<file path="config.mk">
export PLATFORM = sky130hd
export DESIGN_NAME = steer_resolver
export DESIGN_NICKNAME = d
export VERILOG_FILES = /design/src/rtl/steer_pkg.sv /design/src/rtl/steer_range_match.sv /design/src/rtl/steer_target_fsm.sv /design/src/rtl/steer_resolver.sv
export SDC_FILE = /design/constraint.sdc
export NUM_CORES = 1
export LEC_CHECK = 0
export BUFFER_PORTS_ARGS = -buffer_cell sky130_fd_sc_hd__buf_2
export CELL_PAD_IN_SITES_DETAIL_PLACEMENT = 0
export CELL_PAD_IN_SITES_GLOBAL_PLACEMENT = 1
export CORE_MARGIN = 5
export CORE_UTILIZATION = 39
export CTS_BUF_LIST = sky130_fd_sc_hd__clkbuf_8 sky130_fd_sc_hd__clkbuf_16
export CTS_CLUSTER_SIZE = 40
export DETAILED_ROUTE_END_ITERATION = 10
export PLACE_DENSITY_LB_ADDON = 0.1
export SYNTH_ARGS = -nofsm -noshare
export SYNTH_HDL_FRONTEND = slang
export SYNTH_SLANG_ARGS = --single-unit
</file>
<file path="constraint.sdc">
create_clock -name clk -period 1.89 [get_ports clk]
set_clock_uncertainty 0.15 [all_clocks]
set_input_delay 0 -clock clk [delete_from_list [all_inputs] [get_ports clk]]
set_output_delay 0 -clock clk [all_outputs]
set_load 0.01 [all_outputs]
</file>
<file path="src/rtl/steer_pkg.sv">
package steer_pkg;

    localparam int NUM_CLS = 5;
    localparam int C_BANK  = 0;
    localparam int C_SLICE = 1;
    localparam int C_NODE  = 2;
    localparam int C_UNIT  = 3;
    localparam int C_NSEL  = 4;

    localparam int NUM_RNG = 8;
    localparam int NUM_IMP = 3;

    typedef enum logic [1:0] {
        ST_IDLE,
        ST_SCAN,
        ST_CALC,
        ST_READY
    } steer_state_e;

    function automatic logic [31:0] rng_lo(input int k);
        case (k)
            0: rng_lo = 32'h0B100;
            1: rng_lo = 32'h0DD00;
            2: rng_lo = 32'h0B200;
            3: rng_lo = 32'h0B000;
            4: rng_lo = 32'h0D880;
            5: rng_lo = 32'h05200;
            6: rng_lo = 32'h0DE80;
            7: rng_lo = 32'h01000;
            default: rng_lo = 32'hFFFFFFFF;
        endcase
    endfunction

    function automatic logic [31:0] rng_hi(input int k);
        case (k)
            0: rng_hi = 32'h0B3FF;
            1: rng_hi = 32'h0DDFF;
            2: rng_hi = 32'h0B2FF;
            3: rng_hi = 32'h0B0FF;
            4: rng_hi = 32'h0D8FF;
            5: rng_hi = 32'h052FF;
            6: rng_hi = 32'h0E8FF;
            7: rng_hi = 32'h01FFF;
            default: rng_hi = 32'h0;
        endcase
    endfunction

    function automatic int rng_cls(input int k);
        case (k)
            0:       rng_cls = C_BANK;
            1, 2:    rng_cls = C_SLICE;
            3, 4:    rng_cls = C_NODE;
            5, 6:    rng_cls = C_UNIT;
            default: rng_cls = C_NSEL;
        endcase
    endfunction

    function automatic logic [31:0] imp_lo(input int k);
        case (k)
            0: imp_lo = 32'h04000;
            1: imp_lo = 32'h0C800;
            2: imp_lo = 32'h0DD00;
            default: imp_lo = 32'hFFFFFFFF;
        endcase
    endfunction

    function automatic logic [31:0] imp_hi(input int k);
        case (k)
            0: imp_hi = 32'h04AFF;
            1: imp_hi = 32'h0CFFF;
            2: imp_hi = 32'h0DD7F;
            default: imp_hi = 32'h0;
        endcase
    endfunction

endpackage

</file>
<file path="src/rtl/steer_range_match.sv">
module steer_range_match
    import steer_pkg::*;
#(
    parameter int ADDR_W = 24
) (
    input  logic [ADDR_W-1:0]  addr,
    output logic [NUM_CLS-1:0] cls_sel,
    output logic               imp_hit
);

    logic [31:0]        a32;
    logic [NUM_RNG-1:0] rng_hit;
    logic [NUM_IMP-1:0] imp_v;
    logic [NUM_CLS-1:0] cls_raw;

    assign a32 = 32'(addr);

    // inclusive compare per class range
    generate
        for (genvar k = 0; k < NUM_RNG; k++) begin : g_rng
            assign rng_hit[k] = (a32 >= rng_lo(k)) && (a32 <= rng_hi(k));
        end
        for (genvar k = 0; k < NUM_IMP; k++) begin : g_imp
            assign imp_v[k] = (a32 >= imp_lo(k)) && (a32 <= imp_hi(k));
        end
    endgenerate

    assign imp_hit = |imp_v;

    always_comb begin
        cls_raw = '0;
        for (int k = 0; k < NUM_RNG; k++) begin
            if (rng_hit[k]) cls_raw[rng_cls(k)] = 1'b1;
        end
    end

    // fixed priority: lowest class index wins
    always_comb begin
        logic taken;
        taken   = 1'b0;
        cls_sel = '0;
        for (int c = 0; c < NUM_CLS; c++) begin
            if (!taken && cls_raw[c]) begin
                cls_sel[c] = 1'b1;
                taken      = 1'b1;
            end
        end
    end

    always_comb begin
        a_r3_single_class: assert ($onehot0(cls_sel));
    end

endmodule

</file>
<file path="src/rtl/steer_target_fsm.sv">
module steer_target_fsm
    import steer_pkg::*;
#(
    parameter int SLICE_W       = 4,
    parameter int BANK_W        = 3,
    parameter int NODE_W        = 4,
    parameter int UNIT_W        = 16,
    parameter int GRP_W         = 4,
    parameter int INST_W        = 4,
    parameter int VARIANT       = 1,
    parameter int UNITS_PER_GRP = 0
) (
    input  logic                           clk,
    input  logic                           rst_n,
    input  logic                           start,
    input  logic [SLICE_W-1:0]             slice_en_mask,
    input  logic [BANK_W-1:0]              bank_en_mask,
    input  logic [NODE_W-1:0]              node_en_mask,
    input  logic [UNIT_W-1:0]              unit_en_mask,
    output logic                           ready,
    output logic [NUM_CLS-1:0][GRP_W-1:0]  grp_tgt,
    output logic [NUM_CLS-1:0][INST_W-1:0] inst_tgt
);

    localparam int MAX_SB   = (SLICE_W > BANK_W) ? SLICE_W : BANK_W;
    localparam int MAX_NU   = (NODE_W > UNIT_W) ? NODE_W : UNIT_W;
    localparam int SCAN_LEN = (MAX_SB > MAX_NU) ? MAX_SB : MAX_NU;
    localparam int CNT_W    = $clog2(SCAN_LEN + 1);
    localparam int SNAP_W   = 1 << CNT_W;
    localparam int EFF_N    = (UNITS_PER_GRP > 0) ? UNITS_PER_GRP :
                              (VARIANT == 2) ? 8 : (VARIANT == 1) ? 4 : 6;

    steer_state_e state, nxt;
    logic [CNT_W-1:0]  cnt;
    logic [SNAP_W-1:0] snap_s, snap_b, snap_n, snap_u;
    logic              f_s, f_b, f_n, f_u;
    logic [CNT_W-1:0]  idx_s, idx_b, idx_n, idx_u;

    logic [31:0] s32, b32, n32, u32, bank32;
    logic [NUM_CLS-1:0][GRP_W-1:0]  grp_c;
    logic [NUM_CLS-1:0][INST_W-1:0] inst_c;
    logic [GRP_W-1:0]  bank_grp;
    logic [INST_W-1:0] bank_inst;

    // state register
    always_ff @(posedge clk or negedge rst_n) begin
        if (!rst_n) state <= ST_IDLE;
        else        state <= nxt;
    end

    // next-state decode
    always_comb begin
        nxt = state;
        unique case (state)
            ST_IDLE:  if (start) nxt = ST_SCAN;
            ST_SCAN:  if (cnt == CNT_W'(SCAN_LEN - 1)) nxt = ST_CALC;
            ST_CALC:  nxt = ST_READY;
            ST_READY: if (start) nxt = ST_SCAN;
            default:  nxt = ST_IDLE;
        endcase
    end

    // outputs
    always_comb ready = (state == ST_READY);

    // scan datapath: lowest set bit of each mask, one bit per cycle
    always_ff @(posedge clk or negedge rst_n) begin
        if (!rst_n) begin
            cnt    <= '0;
            snap_s <= '0; snap_b <= '0; snap_n <= '0; snap_u <= '0;
            f_s    <= 1'b0; f_b <= 1'b0; f_n <= 1'b0; f_u <= 1'b0;
            idx_s  <= '0; idx_b <= '0; idx_n <= '0; idx_u <= '0;
            grp_tgt  <= '0;
            inst_tgt <= '0;
        end else begin
            unique case (state)
                ST_IDLE, ST_READY: begin
                    if (start) begin
                        cnt    <= '0;
                        snap_s <= SNAP_W'(slice_en_mask);
                        snap_b <= SNAP_W'(bank_en_mask);
                        snap_n <= SNAP_W'(node_en_mask);
                        snap_u <= SNAP_W'(unit_en_mask);
                        f_s <= 1'b0; f_b <= 1'b0; f_n <= 1'b0; f_u <= 1'b0;
                        idx_s <= '0; idx_b <= '0; idx_n <= '0; idx_u <= '0;
                    end
                end
                ST_SCAN: begin
                    cnt <= cnt + 1'b1;
                    if (!f_s && snap_s[cnt]) begin f_s <= 1'b1; idx_s <= cnt; end
                    if (!f_b && snap_b[cnt]) begin f_b <= 1'b1; idx_b <= cnt; end
                    if (!f_n && snap_n[cnt]) begin f_n <= 1'b1; idx_n <= cnt; end
                    if (!f_u && snap_u[cnt]) begin f_u <= 1'b1; idx_u <= cnt; end
                end
                ST_CALC: begin
                    grp_tgt  <= grp_c;
                    inst_tgt <= inst_c;
                end
                default: ;
            endcase
        end
    end

    assign s32    = 32'(idx_s);
    assign b32    = 32'(idx_b);
    assign n32    = 32'(idx_n);
    assign u32    = 32'(idx_u);
    assign bank32 = s32 << 3;

    // bank rule picked by variant
    generate
        if (VARIANT == 1) begin : g_bank_quad
            assign bank_grp  = GRP_W'((bank32 >> 2) & 32'd7);
            assign bank_inst = INST_W'(bank32 & 32'd3);
        end else if (VARIANT == 2) begin : g_bank_bit0
            assign bank_grp  = GRP_W'(s32);
            assign bank_inst = snap_b[0] ? INST_W'(0) : INST_W'(2);
        end else begin : g_bank_first
            assign bank_grp  = '0;
            assign bank_inst = INST_W'(b32);
        end
    endgenerate

    always_comb begin
        grp_c  = '0;
        inst_c = '0;
        grp_c[C_BANK]   = bank_grp;
        inst_c[C_BANK]  = bank_inst;
        grp_c[C_SLICE]  = GRP_W'(s32);
        grp_c[C_NODE]   = GRP_W'(s32 << 1);
        grp_c[C_UNIT]   = GRP_W'(u32 / EFF_N);
        inst_c[C_UNIT]  = INST_W'(u32 % EFF_N);
        grp_c[C_NSEL]   = GRP_W'(n32 >> 1);
        inst_c[C_NSEL]  = INST_W'(n32 & 32'd1);
    end

    a_r1_calc_to_ready: assert property (@(posedge clk) disable iff (!rst_n)
        state == ST_CALC |=> ready);
    a_r1_scan_bound: assert property (@(posedge clk) disable iff (!rst_n)
        state == ST_SCAN |-> cnt < CNT_W'(SCAN_LEN));
    a_r12_hold_targets: assert property (@(posedge clk) disable iff (!rst_n)
        (ready && !start) |=> ($stable(grp_tgt) && $stable(inst_tgt)));
    a_r12_start_rescans: assert property (@(posedge clk) disable iff (!rst_n)
        (ready && start) |=> (state == ST_SCAN));

endmodule

</file>
<file path="src/rtl/steer_resolver.sv">
module steer_resolver
    import steer_pkg::*;
#(
    parameter int ADDR_W        = 24,
    parameter int SLICE_W       = 4,
    parameter int BANK_W        = 3,
    parameter int NODE_W        = 4,
    parameter int UNIT_W        = 16,
    parameter int GRP_W         = 4,
    parameter int INST_W        = 4,
    parameter int VARIANT       = 1,
    parameter int UNITS_PER_GRP = 0
) (
    input  logic               clk,
    input  logic               rst_n,
    input  logic               start,
    input  logic [SLICE_W-1:0] slice_en_mask,
    input  logic [BANK_W-1:0]  bank_en_mask,
    input  logic [NODE_W-1:0]  node_en_mask,
    input  logic [UNIT_W-1:0]  unit_en_mask,
    output logic               ready,
    input  logic               lookup_valid,
    input  logic [ADDR_W-1:0]  lookup_addr,
    output logic               res_valid,
    output logic [GRP_W-1:0]   res_group,
    output logic [INST_W-1:0]  res_inst,
    output logic               res_steer,
    output logic               res_miss
);

    logic [NUM_CLS-1:0][GRP_W-1:0]  grp_tgt;
    logic [NUM_CLS-1:0][INST_W-1:0] inst_tgt;
    logic [NUM_CLS-1:0] cls_sel;
    logic               imp_hit;
    logic               any_cls;
    logic [GRP_W-1:0]   sel_grp;
    logic [INST_W-1:0]  sel_inst;

    steer_target_fsm #(
        .SLICE_W(SLICE_W), .BANK_W(BANK_W), .NODE_W(NODE_W), .UNIT_W(UNIT_W),
        .GRP_W(GRP_W), .INST_W(INST_W), .VARIANT(VARIANT),
        .UNITS_PER_GRP(UNITS_PER_GRP)
    ) u_fsm (
        .clk(clk), .rst_n(rst_n), .start(start),
        .slice_en_mask(slice_en_mask), .bank_en_mask(bank_en_mask),
        .node_en_mask(node_en_mask), .unit_en_mask(unit_en_mask),
        .ready(ready), .grp_tgt(grp_tgt), .inst_tgt(inst_tgt)
    );

    steer_range_match #(.ADDR_W(ADDR_W)) u_match (
        .addr(lookup_addr), .cls_sel(cls_sel), .imp_hit(imp_hit)
    );

    assign any_cls = |cls_sel;

    always_comb begin
        sel_grp  = '0;
        sel_inst = '0;
        for (int c = 0; c < NUM_CLS; c++) begin
            if (cls_sel[c]) begin
                sel_grp  = grp_tgt[c];
                sel_inst = inst_tgt[c];
            end
        end
    end

    always_ff @(posedge clk or negedge rst_n) begin
        if (!rst_n) begin
            res_valid <= 1'b0;
            res_group <= '0;
            res_inst  <= '0;
            res_steer <= 1'b0;
            res_miss  <= 1'b0;
        end else begin
            res_valid <= lookup_valid && ready;
            if (lookup_valid && ready) begin
                res_group <= sel_grp;
                res_inst  <= sel_inst;
                res_steer <= any_cls || !imp_hit;
                res_miss  <= !any_cls && !imp_hit;
            end
        end
    end

    a_r2_gate_not_ready: assert property (@(posedge clk) disable iff (!rst_n)
        (lookup_valid && !ready) |=> !res_valid);
    a_r5_miss_default: assert property (@(posedge clk) disable iff (!rst_n)
        (res_valid && res_miss) |-> (res_steer && res_group == '0 && res_inst == '0));
    a_r4_implicit_no_miss: assert property (@(posedge clk) disable iff (!rst_n)
        (res_valid && !res_steer) |-> !res_miss);

endmodule

</file>
; Word level (Yosys, flattened, before mapping)
; Index checks and enable logic that the tools add are counted.
[totals]
regBits = 78
latch_bits = 0
ramBits = 0
mem_bits_ro = 0
in_bits = 55
wordCells = 198
memories = 0
[classes]
add_sub_neg = 1
n_mul = 0
n_div = 0
n_lt_le_gt_ge = 38
n_eq_ne = 9
shifts = 0
mux = 71
bitwise_logic = 7
n_reduce_logical = 49
[ops]
columns = operator, count
row1 = ">= comparator 32 x 1 -> 1 bit, second input constant", 8
row2 = "< comparator 32 x 5 -> 1 bit, second input constant", 8
row3 = two-way mux 32 bit, 8
row4 = "less-or-equal comparator 24 x 16 -> 1 bit, second input constant", 8
row5 = ">= comparator 24 x 16 -> 1 bit, second input constant", 7
row6 = two-way mux 5 bit, 11
row7 = ">= comparator 24 x 15 -> 1 bit, second input constant", 2
row8 = "less-or-equal comparator 24 x 15 -> 1 bit, second input constant", 2
row9 = bitwise OR 5 bit, 7
row10 = one-hot mux 5 bit (2 select lines), 3
row11 = logical AND 1 bit, 28
row12 = demux 1 bit (select 3 bit), 8
row13 = ">= comparator 24 x 13 -> 1 bit, second input constant", 1
row14 = "less-or-equal comparator 24 x 13 -> 1 bit, second input constant", 1
row15 = two-way mux 4 bit, 6
row16 = two-way mux 1 bit, 23
row17 = binary-select mux 1 bit (select 5 bit), 3
row18 = "inequality test 2 x 1 -> 1 bit, second input constant", 5
row19 = logical NOT 1 bit, 9
row20 = AND reduction 3 bit, 3
row21 = one-hot mux 4 bit (2 select lines), 1
row22 = "< comparator 5 x 6 -> 1 bit, second input constant", 1
row23 = two-way mux 2 bit, 3
row24 = one-hot mux 1 bit (2 select lines), 3
row25 = other kinds (13), 16

; Longest topological paths before layout
; Gate-level depths: netlist of the first run.
[depth]
ltp_word = 38
ltp_mapped = 8
ltp_nobuf = 7

; Hierarchy
; From an unflattened synthesis of the first run, not the netlist that was laid out.
[unflattened]
cells_unflattened = 354
area_unflattened_um2 = 3985.1
[by_module_without_submodules]
columns = module, instances, cells_per_inst, area_each_um2, seq_area_each_um2
row1 = steer_target_fsm, 1, 229, 2945.3, 1551.5
row2 = steer_resolver, 1, 91, 828.3, 275.3
row3 = steer_range_match, 1, 34, 211.5, 0.0

; Worst setup path after synthesis of the first run
; No wires, ideal clock.
[synth_timing]
path_type = register to register
start = register u_fsm.state[0]
end = register u_fsm.idx_n[0]
setup_time_ns = 0.079
t_arrival_ns = 1.852
t_required_ns = 1.661
setup_slack_ns = -0.192
path_stages_with_launch = 8
path_cell_list = dfrtp_1 inv_1 ha_1 nor2b_1 nor4_1 nand2b_1 nor3b_2 mux2i_1
[synth_between]
elab_chain_cells = 4
word_cells_on_any_way = 9
cone_classes = 4 x eq/ne / 1 x mux / 4 x reduce/logical
[synth_lines]
columns = item, line
row1 = from (decl), steer_target_fsm.sv:33  ; steer_state_e state, nxt;
row2 = from (signal assigned), steer_target_fsm.sv:48  ; else state <= nxt;
row3 = equality test 2 bit or logical NOT 2 bit (tied branches), steer_target_fsm.sv:76  ; unique case (state)
row4 = OR reduction 2 bit (no source line), --
row5 = inequality test 2 x 1 -> 1 bit (no source line) or nonzero test 2 bit (tied branches), --
row6 = AND reduction 3 bit (no source line), --
row7 = to (signal assigned), steer_target_fsm.sv:72  ; idx_s <= '0; idx_b <= '0; idx_n <= '0; idx_u <= '0;
row8 = to (signal assigned), steer_target_fsm.sv:85  ; idx_s <= '0; idx_b <= '0; idx_n <= '0; idx_u <= '0;
row9 = to (signal assigned), steer_target_fsm.sv:92  ; if (!f_n && snap_n[cnt]) begin f_n <= 1'b1; idx_n <= cnt; end
row10 = to (decl), steer_target_fsm.sv:37  ; logic [CNT_W-1:0] idx_s, idx_b, idx_n, idx_u;
; Several ways; a longest one is shown, not always the timed one.
; A chain may end at the register's enable or synchronous reset.

; Final worst setup path of the first run
[layout_timing]
start = register u_fsm.state[0]
end = register u_fsm.idx_n[1]
; The elaborated chain is that of the path after synthesis.

==> flow_summary.toml, run 1 <==
[status]
outcome = "finished, violations left"
violations = "negative setup slack"

[min_path]
hp-class = "in2reg"
hold_path_depth = 4

[floorplan]
core-area_um2 = 8636
dieArea_um2 = 10750
die_x_um = 103.7
start_util_pct = 39.63
io_pins = 67
fp.dieH_um = 103.7
std_cell_rows = 34

[route]
vias = 2577
wl_um = 7441
drt_iter0_markers = 62
wl_per_cell_um = 14.39
drcViolationCount = 0
detail-route-antenna-nets = 0
drt-pass1-iter-count = 4
via_per_inst = 4.985

[worst_setup_path]
worst_path_max_delay_cell = "dfrtp_1"
end_kind = "register"
arrival_ps = 2060
cp_top_family = "simple AND/OR/NAND/NOR gates"
worstSetupPathType = "reg2reg"
cp.required_ps = 2000
r2r-start = "u_fsm.state[0]$_DFFE_PN0P_"
worst-r2r-setup-slack_ps = -60
cpPeakStageDelay_ps = 390
crit_chain = "inv_2, ha_4, nor2b_4, nor4_4, nand2b_1, nor3b_4, mux2i_1"
critPathLaunch = "u_fsm.state[0]$_DFFE_PN0P_"
reg2reg_depth = 7
r2r_end = "u_fsm.idx_n[1]$_DFFE_PN0P_"
critPathMaxFanout = 6
crit_cells = 7
crit_buf_inv = 1
cp-endpoint = "u_fsm.idx_n[1]$_DFFE_PN0P_"
worst_setup_path_start_kind = "register"

[job]
cap_viol_max_count = 0

[timing]
clock.fmax_mhz = 513.8
worst_pin_slew_ps = 587.1
setup_viol = 10
min_period_ps = 1946
rsz0062_at_grt = "yes"
hold_viol = 0
period_share_pct = 103.0
max_slew_margin_pct = 60.73
finalMaxSlewViolations = 0
fin_ws_ps = -56.27
whs_ps = 51.44

[yosys]
ys_top_cells_by_count = "dfrtp_1, mux2_2, nand2_1"
synth_largest_area_cell = "dfrtp_1"
synthCells = 288
synth_most_common_cell = "dfrtp_1"
synth_area_leaders = "dfrtp_1, mux2_2, mux2i_1"
ys_seq_area_share_pct = 51.92
synth-seq-cells = 71
avgSynthCellArea_um2 = 11.88
synth_edf_count = 0
synth_top_area_share_pct = 51.92
yosysUniqueCellTypes = 53
syn_area_um2 = 3422
synthArstFlopShare_pct = 100.0
yosys_warnings = 0
synthFlopType = "dfrtp_1"

[power_and_ir_drop]
p_leak_uw = 0.002150
power_switching_uw = 1960
combPwrFrac_pct = 41.4
power_density_nw_per_um2 = 1308
vdd_drop_max_v = 0.0007131
p_int_uw = 4146
pwr-share-clk_pct = 22.0
switching_share_pct = 32.10
pwr-share-seq_pct = 36.6

[grt]
grt_pass1_vias = 2598
antenna_found_initial = 0
grt_first_pass_wirelength_um = 12680
grt_max_degree = 37
track_usage_pct = 14.18
grt_overflow_total = 0

[placement]
place_area_um2 = 3985
preCtsSetupSlack_ps = -183.8
gp_congestion = 0.7396
post-place-cells = 461
dpl.hpwl_um = 5371
port_buffers = 54

[clock_tree]
clkTransAtPathRegs_ps = 80
numCtsBuffers = 9
cts.sinks = 71
worstSkewPairLatency_ps = 340
ctsLongestPathBuffers = 2
cts_tree = "yes"
h-tree-depth = 3
cts_root_buf = "clkbuf_8"

[finish]
final_util_pct = 54.07
num_antenna_cells = 0
fill_cells = 796
ff_latch_area_um2 = 1778
nets = 466
finalNonFillerCells = 517
multiInputGateArea_um2 = 1619
drive_above_1_share_pct = 38.88
fin_area_um2 = 4669
area_growth_pct = 36.45
==> registers in the layout (all words and copies together), names as in the netlist <==
name            cells
u_fsm.snap_u       16
u_fsm.snap_s        4
u_fsm.inst_tgt      3
u_fsm.f_u           1
u_fsm.cnt           5
u_fsm.f_n           1
u_fsm.state         2
u_fsm.snap_n        4
u_fsm.idx_s         4
res_steer           1
res_group           4
res_valid           1
res_miss            1
u_fsm.idx_u         5
u_fsm.idx_n         5
res_inst            2
u_fsm.f_s           1
u_fsm.grp_tgt      11
==> cell usage in the layout (no fill, tap or decap), types with 5 or more instances in the layout <==
master         netlist  layout
dfrtp_1             71      70
buf_2                2      54
mux2_2              38      38
dlygate4sd3_1        0      38
nand2_1             32      29
buf_4                2      22
mux2i_1             16      16
nor2_1              13      12
clkbuf_8             0      10
o21ai_0              8       8
nand3_1              7       7
a21oi_1              6       6
inv_1                6       5
nor3_1               6       5
==> tightest hold or removal path: stages <==
cell     delay (ps)
buf_2           130
nand4_1         130
o21ai_0         170
o31ai_1          70
==> power groups by stage <==
| stage | Clock, uW | Sequential [uW] | Combinational (uW) |
|---|---|---|---|
| after global routing | 1450 | 2300 | 2760 |
| final | 1340 | 2230 | 2530 |
| after global placement | 0 | 2260 | 2310 |
| after CTS | 1390 | 2240 | 2430 |
| after floorplan | 0 | 2180 | 1700 |
| after detailed placement | 0 | 2270 | 2340 |
==> through the flow <==
| step | power (uW) | setup TNS, ps |
|---|---|---|
| detailed placement | 4608 | -1818 |
| global placement | 4567 | -1481 |
| CTS | 6065 | -518.9 |
| finish | 6106 | -338.8 |
| global route | 6515 | -1716 |
| floorplan | 3877 | -572.9 |
==> cell type report <==
class	count	area share [%]
clock inverter	6	1.795
sequential	71	38.08
tap	108	2.894
timing repair buffer	119	19.05
clock buffer	10	2.947
inverter	7	0.5627
multi-input combinational	196	34.67
==> routing by layer <==
layer | routed length (um) | GRT usage (%) | vias up
met3 | 346 | 3.918 | 10
met1 | 3420 | 18.40 | 1237
met2 | 3588 | 22.77 | 53
met4 | 85 | 4.995 | 0
met5 | 0 | 0 | -
li1 | - | - | 1277
==> what timing repair did <==
| action | CTS | global route |
|---|---|---|
| pin swaps | 6 | 7 |
| setup buffers | 0 | 2 |
| endpoints found under the setup margin | 18 | 24 |
| hold endpoints to repair | 103 | 4 |
| hold buffers | 34 | 6 |
| gates cloned | 0 | 0 |
| resized for setup | 5 | 14 |
==> how the worst min path moves through the flow <==
stage | startpoint | endpoint
2_1_floorplan | rst_n | res_group[0]$_DFFE_PN0P_
3_3_place_gp | rst_n | res_valid$_DFF_PN0_
3_5_place_dp | rst_n | res_valid$_DFF_PN0_
4_1_cts | lookup_addr[13] | res_group[2]$_DFFE_PN0P_
5_1_grt | lookup_addr[13] | res_group[2]$_DFFE_PN0P_
6_report | lookup_addr[13] | res_group[2]$_DFFE_PN0P_
==> cells by family (layout without fill, tap and decap cells) <==
kind of cell | after synthesis | after routing | synth area share (%)
flip-flops | 71 | 71 | 51.92
AND/OR/NAND/NOR | 90 | 90 | 13.78
AO/OA/AOI/OAI | 40 | 40 | 8.629
buffers and inverters | 22 | 142 | 3.619
adder cells (fa/ha/maj) | 7 | 7 | 2.559
other | 1 | 2 | 0.1096
multiplexers | 57 | 57 | 19.38
(Power assumes the default switching activity.)
==> run 2, diff against run 1 <==
- CORE_UTILIZATION: 39 -> 41
- CTS_BUF_LIST: sky130_fd_sc_hd__clkbuf_8 sky130_fd_sc_hd__clkbuf_16 -> sky130_fd_sc_hd__clkbuf_4
==> flow_summary.toml, run 2 (synthesized netlist as in run 1, its figures left out) <==
[status]
outcome = "finished, violations left"
violations = "negative setup slack"

[floorplan]
core-area_um2 = 8175
start_util_pct = 41.86
io_pins = 67
fp.dieH_um = 101.4
die_x_um = 101.4
std_cell_rows = 33
dieArea_um2 = 10270

[power_and_ir_drop]
pwr-share-clk_pct = 16.4
p_int_uw = 3869
power_density_nw_per_um2 = 1273
vdd_drop_max_v = 0.0007786
power_switching_uw = 2040
p_leak_uw = 0.002144
pwr-share-seq_pct = 37.6
switching_share_pct = 34.53
combPwrFrac_pct = 45.9

[route]
wl_per_cell_um = 14.04
detail-route-antenna-nets = 0
wl_um = 7246
drt_iter0_markers = 58
via_per_inst = 5.008
drcViolationCount = 0
drt-pass1-iter-count = 6
vias = 2584

[timing]
hold_viol = 0
rsz0062_at_grt = "yes"
finalMaxSlewViolations = 0
setup_viol = 14
period_share_pct = 105.0
min_period_ps = 1984
clock.fmax_mhz = 503.9
fin_ws_ps = -94.37

[finish]
reg.largest.list = "u_fsm.snap_u: 16 flops, u_fsm.grp_tgt: 11 flops"
finalNonFillerCells = 516
area_growth_pct = 35.61
largest_register_ff_count = 16
final_util_pct = 56.76
final_common_cell = "dfrtp_1"
top_register = "u_fsm.snap_u"
final_cell_mix = "dfrtp_1, buf_2, dlygate4sd3_1, mux2_2, nand2_1"
ff_latch_area_um2 = 1778
multiInputGateArea_um2 = 1659
num_antenna_cells = 0
fill_cells = 741
nets = 468
drive_above_1_share_pct = 40.39

[worst_setup_path]
cp.required_ps = 2080
arrival_ps = 2170
worstSetupPathType = "reg2reg"
worst_setup_path_start_kind = "register"
end_kind = "register"
critPathMaxFanout = 5

[clock_tree]
cts_tree = "yes"
worstSkewPairLatency_ps = 420
cts.sinks = 71
ctsLongestPathBuffers = 2
h-tree-depth = 3
numCtsBuffers = 9
cts_root_buf = "clkbuf_4"
clkTransAtPathRegs_ps = 110

[placement]
preCtsSetupSlack_ps = -220.1
port_buffers = 54
gp_congestion = 0.7728
post-place-cells = 456
dpl.hpwl_um = 5109

[min_path]
hp-class = "in2reg"

[grt]
grt_max_degree = 72
grt_pass1_vias = 2568
use_met3_pct = 4.683
grt_use_met2_pct = 24.80
antenna_found_initial = 0
grt_first_pass_wirelength_um = 12280
grt_use_met1_pct = 19.52
grt_busiest_layer = "met2"
grt_overflow_total = 0
track_usage_pct = 15.13

[job]
cap_viol_max_count = 0
==> run 2: layer usage <==
layer,part of all wire [%],up-vias
met5,0,-
met1,47,1243
met2,48,57
met3,4.8,5
li1,-,1279
met4,0.73,0
==> run 2: final cells by class <==
cell class                 count  area share, %
clock inverter                 7          1.537
timing repair buffer         121          19.55
tap                          105          2.831
clock buffer                   9          1.456
multi-input combinational    196          35.75
inverter                       7         0.5662
sequential                    71          38.31
==> run 2: final timing paths <==
kind                            depth (start not counted)                          to  slack, ps                  startpoint
worst min-delay path                                    4        res_miss$_DFFE_PN0P_         50             lookup_addr[11]
worst max register to register                          7  u_fsm.idx_u[0]$_DFFE_PN0P_        -90  u_fsm.state[0]$_DFFE_PN0P_
max in group asynchronous                               4    u_fsm.cnt[1]$_DFFE_PN0P_        700                       rst_n
min in group asynchronous                               4     res_inst[0]$_DFFE_PN0P_        530                       rst_n
worst min register to register                          2     res_inst[1]$_DFFE_PN0P_        340     res_inst[1]$_DFFE_PN0P_
worst max-delay path                                    7  u_fsm.idx_u[0]$_DFFE_PN0P_        -90  u_fsm.state[0]$_DFFE_PN0P_
==> run 2: per-stage QoR <==
stage               power, uW  setup TNS (ps)  hold WS (ps)  instance area, um^2
finish                   5910          -598.4         45.50                 4641
global route             6339           -2348         22.14                 4641
CTS                      5706          -460.1         2.446                 4518
detailed placement       4613           -2323        -93.95                 3966
global placement         4567           -1731        -92.81                 3966
floorplan                3877          -572.9        -445.6                 3465
==> run 2: power groups by stage <==
| stage | clock (uW) | combinational, uW | sequential, uW |
|---|---|---|---|
| after floorplan | 0 | 1700 | 2180 |
| after global placement | 0 | 2330 | 2240 |
| after detailed placement | 0 | 2360 | 2250 |
| after CTS | 1000 | 2480 | 2220 |
| after global routing | 1080 | 2980 | 2280 |
| final | 972 | 2710 | 2220 |
==> run 2: timing repair <==
item / 4_1_cts / 5_1_grt
hold buffers: 39 / 0
endpoints found under the hold margin: 107 / 0
pin swaps: 6 / 11
resized for setup: 6 / 20
cloned: 0 / 0
endpoints found under the setup margin: 18 / 24
buffers inserted: 0 / 5
==> run 2: worst max-delay path, cell delays in order (launching register included) <==
cell	delay, ps
dfrtp_1	400
inv_2	80
ha_4	200
nor2b_4	130
or3_4	330
nor3_4	180
o21ba_4	210
mux2i_2	210
==> run 3, diff against run 2 <==
- CORE_UTILIZATION: 41 -> 45
- clock period: 1.89 -> 2.2 ns (I/O delays scaled with it)
==> flow_summary.toml, run 3 (synthesized netlist as in run 1, its figures left out) <==
[status]
outcome = "finished clean"

[timing]
period_share_pct = 94.13
rsz0062_at_grt = "no"
worst_pin_slew_ps = 584.3
min_period_ps = 2071
setup_viol = 0
fin_tns_setup_ps = 0
finalMaxSlewViolations = 0
max_slew_margin_pct = 60.64
clock.fmax_mhz = 482.9
fin_ws_ps = 129.1
hold_viol = 0

[placement]
post-place-cells = 446
port_buffers = 54
preCtsSetupSlack_ps = -38.52
gp_congestion = 0.7907
place_area_um2 = 3890
dpl.hpwl_um = 4902

[route]
via_per_inst = 5.170
drt-pass1-iter-count = 4
drcViolationCount = 0
detail-route-antenna-nets = 0
wl_um = 6960
vias = 2580
wl_per_cell_um = 13.95
drt_iter0_markers = 94

[floorplan]
io_pins = 67
die_x_um = 97.21
std_cell_rows = 31
dieArea_um2 = 9449
start_util_pct = 46.68
fp.dieH_um = 97.21
core-area_um2 = 7331

[grt]
antenna_found_initial = 0
grt_overflow_total = 0
track_usage_pct = 15.88
grt_first_pass_wirelength_um = 12330
grt_max_degree = 72
grt_pass1_vias = 2588

[finish]
reg.largest.list = "u_fsm.snap_u: 16 flops, u_fsm.grp_tgt: 11 flops"
finalNonFillerCells = 499
final_util_pct = 60.20
multiInputGateArea_um2 = 1567
final_common_cell = "dfrtp_1"
ff_latch_area_um2 = 1777
num_antenna_cells = 0
area_growth_pct = 28.96
nets = 458
top_register = "u_fsm.snap_u"
final_cell_mix = "dfrtp_1, buf_2, mux2_2, dlygate4sd3_1, nand2_1"
largest_register_ff_count = 16
drive_above_1_share_pct = 34.00
fin_area_um2 = 4413
fill_cells = 624

[worst_setup_path]
r2r_end = "u_fsm.idx_s[1]$_DFFE_PN0P_"
worst-r2r-setup-slack_ps = 160
cp.required_ps = 2360
end_kind = "register"
arrival_ps = 2230
cp-endpoint = "res_inst[0]$_DFFE_PN0P_"
r2r-start = "u_fsm.state[1]$_DFFE_PN0P_"
critPathLaunch = "lookup_addr[15]"
reg2reg_depth = 7
worstSetupPathType = "in2reg"
worst_setup_path_start_kind = "input port"
critPathMaxFanout = 10

[clock_tree]
h-tree-depth = 3
numCtsBuffers = 9
ctsLongestPathBuffers = 2
cts.sinks = 71
cts_root_buf = "clkbuf_4"
cts_tree = "yes"
clkTransAtPathRegs_ps = 110
worstSkewPairLatency_ps = 390

[power_and_ir_drop]
vdd_drop_max_v = 0.0006222
p_leak_uw = 0.002044
power_density_nw_per_um2 = 1034

[job]
cap_viol_max_count = 0

[min_path]
hp-class = "in2reg"
hold_path_depth = 4
run 3: cell count changes in the layout (fill, tap and decap cells not counted), moves of 3 or more:
cell	previous run	this run
nand2_1	29	32
buf_4	23	17
clkinv_2	3	0
clkinv_1	0	4
nand2_2	3	0
nor3b_1	0	5
nor3b_2	5	2
buf_6	3	0
clkbuf_4	9	12
run 3: through the flow:
| step | total power, uW | hold WS [ps] |
|---|---|---|
| after floorplan | 3230 | -445.6 |
| after global placement | 3790 | -92.68 |
| after detailed placement | 3843 | -94.23 |
| after CTS | 4574 | 8.786 |
| after global routing | 4935 | 53.74 |
| final | 4561 | 24.44 |
run 3: per-layer routing:
metal	part of all wire (%)	vias up	global-route usage [%]
met5	0	-	0
met4	2.0	0	7.775
met3	5.3	14	3.446
met2	47	77	25.16
met1	45	1224	20.60
li1	-	1265	-
run 3: repair_timing:
item	in CTS	in global routing
gates resized for setup	1	7
pin swaps	0	3
setup endpoints to repair	8	9
hold buffers	38	0
buffers inserted	0	0
hold endpoints to repair	109	0
run 3: final cells by class:
| type | instances | share of cell area, % |
|---|---|---|
| clock buffers | 12 | 2.041 |
| clock inverters | 3 | 0.2552 |
| inverters | 7 | 0.5954 |
| multi-input cells | 196 | 35.50 |
| flip-flops and latches | 71 | 40.26 |
| well taps | 99 | 2.807 |
| repair buffers | 111 | 18.54 |
run 3: power breakdown:
group,total [uW],switching [uW],leakage (uW),internal (uW)
logic,2010,918,0.00107,1090
registers,1890,214,0.000916,1680
clock network,657,401,0.0000599,255
run 3: worst min-delay path by stage:
stage	slack, ps	endpoint	startpoint
2_1_floorplan	-450	res_group[0]$_DFFE_PN0P_	rst_n
3_3_place_gp	-90	res_valid$_DFF_PN0_	rst_n
3_5_place_dp	-90	res_valid$_DFF_PN0_	rst_n
4_1_cts	9	res_steer$_DFFE_PN0P_	lookup_addr[14]
5_1_grt	50	res_steer$_DFFE_PN0P_	lookup_addr[14]
6_report	20	res_steer$_DFFE_PN0P_	lookup_addr[14]
run 3: worst max-delay path, cell delays in order:
cell and delay [ps]:
dlygate4sd3_1 530, buf_2 170, nor4_1 350, o211ai_2 140, nand2_1 200, nand3_1 90
dlygate4sd3_1 580, o211ai_1 170
